File: config.mk
export PLATFORM = sky130hd
export DESIGN_NAME = lnk_tx_seq
export DESIGN_NICKNAME = d
export VERILOG_FILES = /design/src/rtl/lnk_tx_pkg.sv /design/src/rtl/lnk_tx_crc_step.sv /design/src/rtl/lnk_tx_scr_step.sv /design/src/rtl/lnk_tx_seq.sv
export SDC_FILE = /design/constraint.sdc
export NUM_CORES = 1
export LEC_CHECK = 0
export BUFFER_PORTS_ARGS = -buffer_cell sky130_fd_sc_hd__buf_2
export CELL_PAD_IN_SITES_DETAIL_PLACEMENT = 1
export CELL_PAD_IN_SITES_GLOBAL_PLACEMENT = 2
export CORE_ASPECT_RATIO = 1.75
export CORE_MARGIN = 3
export CORE_UTILIZATION = 25
export CTS_CLUSTER_SIZE = 12
export DETAILED_ROUTE_END_ITERATION = 7
export PLACE_DENSITY = 0.57
export SLEW_MARGIN = 20
export SYNTH_ARGS = -nofsm -noshare
export SYNTH_HDL_FRONTEND = slang
export SYNTH_HIERARCHICAL = 1
export SYNTH_SLANG_ARGS = --single-unit
File: constraint.sdc
create_clock -name clk -period 8.74 [get_ports clk]
set_clock_uncertainty 0.1 [all_clocks]
set_input_delay 1.748 -clock clk [delete_from_list [all_inputs] [get_ports clk]]
set_output_delay 1.748 -clock clk [all_outputs]
set_load 0.05 [all_outputs]
File: src/rtl/lnk_tx_pkg.sv
package lnk_tx_pkg;

    localparam int DWORD_W = 32;
    localparam int SCR_W   = 16;
    localparam int BYTES   = DWORD_W / 8;

    typedef enum logic [2:0] {
        ST_IDLE,
        ST_XRDY,
        ST_SOF,
        ST_DATA,
        ST_CRC,
        ST_EOF,
        ST_WTRM
    } tx_state_e;

    typedef struct packed {
        tx_state_e            st;
        logic [DWORD_W-1:0]   crc;
        logic [SCR_W-1:0]     lfsr;
    } tx_regs_t;

endpackage

File: src/rtl/lnk_tx_crc_step.sv
module lnk_tx_crc_step #(
    parameter int              W    = 32,
    parameter logic [W-1:0]    POLY = 32'h04C11DB7
) (
    input  logic [W-1:0] crc_i,
    input  logic [W-1:0] data_i,
    output logic [W-1:0] crc_o
);
    logic [W-1:0] acc;
    logic         fb;

    always_comb begin
        acc = crc_i;
        fb  = 1'b0;
        for (int b = W - 1; b >= 0; b--) begin
            fb  = acc[W-1] ^ data_i[b];
            acc = {acc[W-2:0], 1'b0};
            if (fb) begin
                acc = acc ^ POLY;
            end
        end
        crc_o = acc;
    end
endmodule

File: src/rtl/lnk_tx_scr_step.sv
module lnk_tx_scr_step #(
    parameter int              SW   = 16,
    parameter int              OW   = 32,
    parameter logic [SW-1:0]   TAPS = 16'hD008
) (
    input  logic [SW-1:0] st_i,
    output logic [OW-1:0] mask_o,
    output logic [SW-1:0] st_o
);
    logic [SW-1:0] s;
    logic [OW-1:0] m;

    always_comb begin
        s = st_i;
        m = '0;
        for (int i = 0; i < OW; i++) begin
            m[i] = s[SW-1];
            s    = {s[SW-2:0], ^(s & TAPS)};
        end
        mask_o = m;
        st_o   = s;
    end
endmodule

File: src/rtl/lnk_tx_seq.sv
module lnk_tx_seq
    import lnk_tx_pkg::*;
#(
    parameter logic [31:0] P_SYNC    = 32'hB5B5957C,
    parameter logic [31:0] P_XRDY    = 32'h5757B57C,
    parameter logic [31:0] P_RRDY    = 32'h4A4A957C,
    parameter logic [31:0] P_SOF     = 32'h3737B57C,
    parameter logic [31:0] P_EOF     = 32'hD5D5B57C,
    parameter logic [31:0] P_WTRM    = 32'h5858B57C,
    parameter logic [31:0] P_HOLD    = 32'hD5D5AA7C,
    parameter logic [31:0] P_HOLDA   = 32'h9595AA7C,
    parameter logic [31:0] P_ROK     = 32'h3535B57C,
    parameter logic [31:0] P_RERR    = 32'h5656B57C,
    parameter logic [31:0] CRC_POLY  = 32'h04C11DB7,
    parameter logic [31:0] CRC_SEED  = 32'h52325032,
    parameter logic [15:0] SCR_SEED  = 16'hF0F6,
    parameter logic [15:0] SCR_TAPS  = 16'hD008
) (
    input  logic        clk,
    input  logic        rst_n,
    input  logic        up_valid,
    output logic        up_ready,
    input  logic [31:0] up_data,
    input  logic        up_last,
    input  logic [31:0] peer_prim,
    output logic [31:0] phy_data,
    output logic [3:0]  phy_ctrl,
    output logic        stat_done,
    output logic        stat_err
);
    localparam logic [BYTES-1:0] CTRL_PRIM = BYTES'(1);
    localparam logic [BYTES-1:0] CTRL_DATA = '0;

    tx_regs_t r_d, r_q;

    logic [DWORD_W-1:0] crc_nx;
    logic [DWORD_W-1:0] mask;
    logic [SCR_W-1:0]   lfsr_nx;
    logic               peer_hold;
    logic               peer_stat;

    lnk_tx_crc_step #(.W(DWORD_W), .POLY(CRC_POLY)) u_crc (
        .crc_i  (r_q.crc),
        .data_i (up_data),
        .crc_o  (crc_nx)
    );

    lnk_tx_scr_step #(.SW(SCR_W), .OW(DWORD_W), .TAPS(SCR_TAPS)) u_scr (
        .st_i   (r_q.lfsr),
        .mask_o (mask),
        .st_o   (lfsr_nx)
    );

    assign peer_hold = (peer_prim == P_HOLD);
    assign peer_stat = (peer_prim == P_ROK) || (peer_prim == P_RERR);

    always_comb begin
        r_d       = r_q;
        up_ready  = 1'b0;
        phy_data  = P_SYNC;
        phy_ctrl  = CTRL_PRIM;
        stat_done = 1'b0;
        stat_err  = 1'b0;
        case (r_q.st)
            ST_IDLE: begin
                if (up_valid) begin
                    r_d.st = ST_XRDY;
                end
            end
            ST_XRDY: begin
                phy_data = P_XRDY;
                if (peer_prim == P_RRDY) begin
                    r_d.st = ST_SOF;
                end
            end
            ST_SOF: begin
                phy_data = P_SOF;
                r_d.st   = ST_DATA;
                r_d.crc  = CRC_SEED;
                r_d.lfsr = SCR_SEED;
            end
            ST_DATA: begin
                if (peer_hold) begin
                    phy_data = P_HOLDA;
                end else begin
                    up_ready = 1'b1;
                    if (up_valid) begin
                        phy_data = up_data ^ mask;
                        phy_ctrl = CTRL_DATA;
                        r_d.crc  = crc_nx;
                        r_d.lfsr = lfsr_nx;
                        if (up_last) begin
                            r_d.st = ST_CRC;
                        end
                    end else begin
                        phy_data = P_HOLD;
                    end
                end
            end
            ST_CRC: begin
                if (peer_hold) begin
                    phy_data = P_HOLDA;
                end else begin
                    phy_data = r_q.crc ^ mask;
                    phy_ctrl = CTRL_DATA;
                    r_d.lfsr = lfsr_nx;
                    r_d.st   = ST_EOF;
                end
            end
            ST_EOF: begin
                phy_data = P_EOF;
                r_d.st   = ST_WTRM;
            end
            ST_WTRM: begin
                phy_data = P_WTRM;
                if (peer_stat) begin
                    stat_done = 1'b1;
                    stat_err  = (peer_prim == P_RERR);
                    r_d.st    = ST_IDLE;
                end
            end
            default: begin
                r_d.st = ST_IDLE;
            end
        endcase
    end

    always_ff @(posedge clk or negedge rst_n) begin
        if (!rst_n) begin
            r_q.st   <= ST_IDLE;
            r_q.crc  <= CRC_SEED;
            r_q.lfsr <= SCR_SEED;
        end else begin
            r_q <= r_d;
        end
    end
endmodule

---- Word level (Yosys, flattened, before mapping) ----
Index checks and enable logic that the tools add are counted.
W data, S select, Z words.
word-level totals
  flip-flop bits (word level) ............. 51
  bits in latches ......................... 0
  bits in writable memories ............... 0
  bits in read-only memories .............. 0
  bits of input ports ..................... 68
  output and inout bits ................... 39
  logic and storage cells ................. 182
  memories ................................ 0
cells by class
  add/sub/neg operators ................... 0
  multipliers ............................. 0
  divide/modulo/power cells ............... 0
  order comparisons ....................... 0
  eq/ne operators ......................... 17
  shift operators ......................... 0
  mux-type cells .......................... 57
  bitwise gates (word level) .............. 66
  reductions and logical operators ........ 39
operators with widths
  operator                count
  $mux W27                32
  $reduce_xor A16 Y1      32
  $not A14 Y14            32
  $pmux W32 S6            1
  $mux W51                2
  $mux W32                3
  $eq A32 B31 Y1 const B  2
  $pmux W32 S2            1
  $xor A32 B32 Y32        2
  $pmux W16 S3            1
  $eq A32 B30 Y1 const B  1
  $eq A32 B32 Y1 const B  1
  $xor A1 B1 Y1           32
  $pmux W3 S7             1
  $mux W16                1
  $mux W3                 5
  $ne A2 B2 Y1 const B    7
  $eq A3 B3 Y1 const B    3
  $mux W1                 9
  $reduce_and A7 Y1       1
  $eq A3 B2 Y1 const B    2
  $reduce_and A4 Y1       1
  $eq A3 B1 Y1 const B    1
  $logic_not A3 Y1        1
  other kinds (5)         5

---- Depth between registers and ports, before layout ----
  depth in word-level cells ............... 67
  mapped depth ............................ 10
  gate-level depth less buffers ........... 10

---- Modules after synthesis ----
Netlist, hierarchy kept.
modules (own cells, without submodules)
  module           times used  cells an instance  area an instance (um^2)  sequential area each (um^2)
  lnk_tx_seq       1           457                3945.0                   1302.5
  lnk_tx_crc_step  1           257                3088.0                   0.0
  lnk_tx_scr_step  1           122                1353.8                   0.0

---- Least setup slack after synthesis ----
Ideal clock, no wire load.
  path kind ............................... input to output
  start point ............................. input peer_prim[0]
  end point ............................... output phy_data[17]
  arrival ................................. 3.703 ns
  data required time ...................... 6.892 ns
  slack ................................... 3.189 ns
  cell stages on the path ................. 5
  path buffers ............................ 1
  cells stage by stage .................... and4bb_2 > nand4_1 > nor3_4 > buf_2 > o32ai_1
on the way
  word-level cells in the longest chain between the ends .. 3
  elaborated cells on any way between the ends .. 4
  classes of those cells .................. eq/ne: 1; mux: 3
ends and longest elaborated chain
  what                         line                                 source
  start, declared              lnk_tx_seq.sv:25                     input logic [31:0] peer_prim,
  $eq A32 B32 Y1 *             lnk_tx_seq.sv:54                     assign peer_hold = (peer_prim == P_HOLD);
  $mux W32 (on tied branches)  lnk_tx_seq.sv:101, lnk_tx_seq.sv:83
  $pmux W32 S6 *               lnk_tx_seq.sv:64                     case (r_q.st)
  end, declared                lnk_tx_seq.sv:26                     output logic [31:0] phy_data,
Mark *: on every way between the ends. The rest lies on a longest branch, timed or not.

---- Final worst setup path ----
  start point ............................. input peer_prim[25]
  end point ............................... output phy_data[24]
Same word-level chain as after synthesis.

==> results.json <==
{
  "status": "finished, final reports clean",
  "clock-sinks": 51,
  "gp_congestion": 0.897,
  "worst-path-buf-inv": 2,
  "fin_setup_tns_ps": 0,
  "tightest_slew_ps": 1050,
  "fmax_mhz": 166,
  "fill_cells": 3844,
  "r2r-start": "r_q[42]$_DFFE_PN0P_",
  "vias_per_cell": 5.01,
  "cts.repair.resized": 0,
  "numPortBuffers": 103,
  "arrival_ps": 4180,
  "setup_viol": 0,
  "area_growth_pct": 11.1,
  "hold_end": "r_q[17]$_DFFE_PN1P_",
  "n_antenna_cell": 0,
  "core_um2": 33000,
  "crit_family": "compound AO/OA/AOI/OAI gates",
  "min_path_cells": 3,
  "critical-path-max-stage-delay_ps": 900,
  "cts_tree": "yes",
  "fp.dieArea_um2": 35900,
  "post-cts-setup-buffers": 0,
  "layout_common_cells": "xnor2_1, buf_2, xor2_1",
  "fin_util_pct": 28.2,
  "grt_max_degree": 52,
  "grt_overflow": 0,
  "post_drt_wl_per_cell_um": 26.5,
  "ys_ff_latch": 51,
  "end_kind": "primary output",
  "finalWorstSetupSlack_ps": 2710,
  "drt_pre_antenna_iters": 4,
  "start_kind": "primary input",
  "min_from": "r_q[17]$_DFFE_PN1P_",
  "largestRegisters": "r_q x51",
  "cts_buffer_depth": 2,
  "regMostFlops": "r_q",
  "dpl.hpwl_um": 28000,
  "start_util_pct": 25.4,
  "path_cells": "buf_2 > and4bb_1 > nand4_2 > o31ai_4 > o22ai_1 > o21ai_0 > buf_2",
  "fp-row-count": 88,
  "grt_pass1_vias": 7245,
  "wl_um": 34600,
  "worst_hold_slack_ps": 517,
  "syn_inst": 836,
  "drc_errors": 0,
  "post-route-period-util_pct": 69.0,
  "final-hold-violation-count": 0,
  "synth_area_um2": 8390,
  "cts_root_buffer": "clkbuf_16",
  "largest_register_ffs": 51,
  "synth_edf_count": 0,
  "die_h_um": 248,
  "r2r_end": "r_q[27]$_DFFE_PN0P_",
  "yosys-top-cells-area": "xnor2_1, xnor3_1, dfrtp_1, xor2_1, dfstp_2",
  "synth_top_area_cell": "xnor2_1",
  "criticalPathCategory": "in2out",
  "grt_pass1_wl_um": 50400,
  "ctsHoldBuffers": 0,
  "antenna_found_initial": 1,
  "cts-buffers-inserted": 5,
  "vias": 6537,
  "ant_nets": 0,
  "nets": 967,
  "worst_path_most_repeated_cell": "buf_2",
  "min_path_type": "reg2reg",
  "synth_flop_cell": "dfrtp_1",
  "dieWidth_um": 144,
  "track_usage_pct": 19.5,
  "cap_viol_max_count": 0,
  "slowest_stage": "o31ai_4",
  "ys_types": 72,
  "reg2reg_slack_ps": 3890,
  "io_pins": 107,
  "layout-drive-gt1-share_pct": 26.0,
  "r2r_cells": 9,
  "layout_min_cycle_time_ps": 6030,
  "clkTransAtPathRegs_ps": 80,
  "rsz0062_at_grt": "false",
  "multi_input_comb_area_um2": 6630,
  "clock_latency_ps": 320,
  "async_reset_ff_share_pct": 100,
  "final_max_slew_viol_count": 0,
  "crit_fanout": 18,
  "synth_top_area_share_pct": 21.0,
  "syn_area_per_cell_um2": 10.0,
  "cts_htree_levels": 2,
  "yosysSeqAreaShare_pct": 15.5,
  "synth_warnings": 6,
  "final_common_cell": "xnor2_1",
  "drtIter0Drc": 240,
  "pre_cts_ws_ps": 2500,
  "maxSlewHeadroom_pct": 29.4,
  "cp.required_ps": 6890,
  "regArea_um2": 1300
}
==> per-layer routing <==
| layer | GRT usage (%) | part of all wire, % |
|---|---|---|
| met2 | 37.6 | 56 |
| met4 | 9.03 | 5.2 |
| met5 | 0 | 0.038 |
| met3 | 1.79 | 2.3 |
| met1 | 21.0 | 37 |
==> Yosys cell counts (21+ instances only) <==
master,count
xnor2_1,201
xor2_1,70
nand2_1,62
xnor3_1,41
dfrtp_1,30
nand3_1,29
o21ai_0,29
inv_1,28
buf_4,23
dfstp_2,21
nor2_1,21
o211ai_1,21
==> worst register-to-register path, stage by stage (launching register included) <==
cell	delay [ps]
dfrtp_1	580
xor2_2	450
xnor3_1	650
xnor2_1	520
xnor3_1	630
xnor2_1	880
xor3_2	530
xnor2_1	160
nand2_1	80
o211ai_1	190
==> worst max-delay path by stage <==
stage	from	cells after the start	to	slack [ps]
after floorplan	peer_prim[0]	5	phy_data[17]	3190
after global placement	peer_prim[5]	8	phy_data[13]	2620
after detailed placement	up_data[27]	10	r_q[27]$_DFFE_PN0P_	2500
after CTS	peer_prim[25]	7	phy_data[24]	2640
after global routing	peer_prim[25]	7	phy_data[18]	2520
final	peer_prim[25]	7	phy_data[24]	2710
==> cells by family after synthesis <==
kind of cell              Yosys count  share of synthesized area [%]
DFF                                51                           15.5
xor gates and xnor gates          361                           51.9
AOI/OAI and AO/OA                 151                           14.5
muxes                              16                           2.24
buffers and inverters              93                           5.71
other                               1                         0.0447
and+or+nand+nor                   163                           10.1
==> through the flow <==
step                      instances  cell area [um2]
after floorplan                 838             8390
after global placement         1297             9170
after detailed placement       1297             9180
after CTS                      1305             9320
after global routing           1305             9320
final                          1305             9320
==> cell type report <==
cell class	instances	area share, %
clock buffer	5	1.34
clock inverter	3	0.201
inverter	29	1.17
multi-input combinational	694	71.1
sequential	51	14.0
tap	405	5.44
timing repair buffer	118	6.74
Power is left out: the tool's default activity adds up to more than one toggle a clock period on the data nets, which glitch-free logic cannot reach.
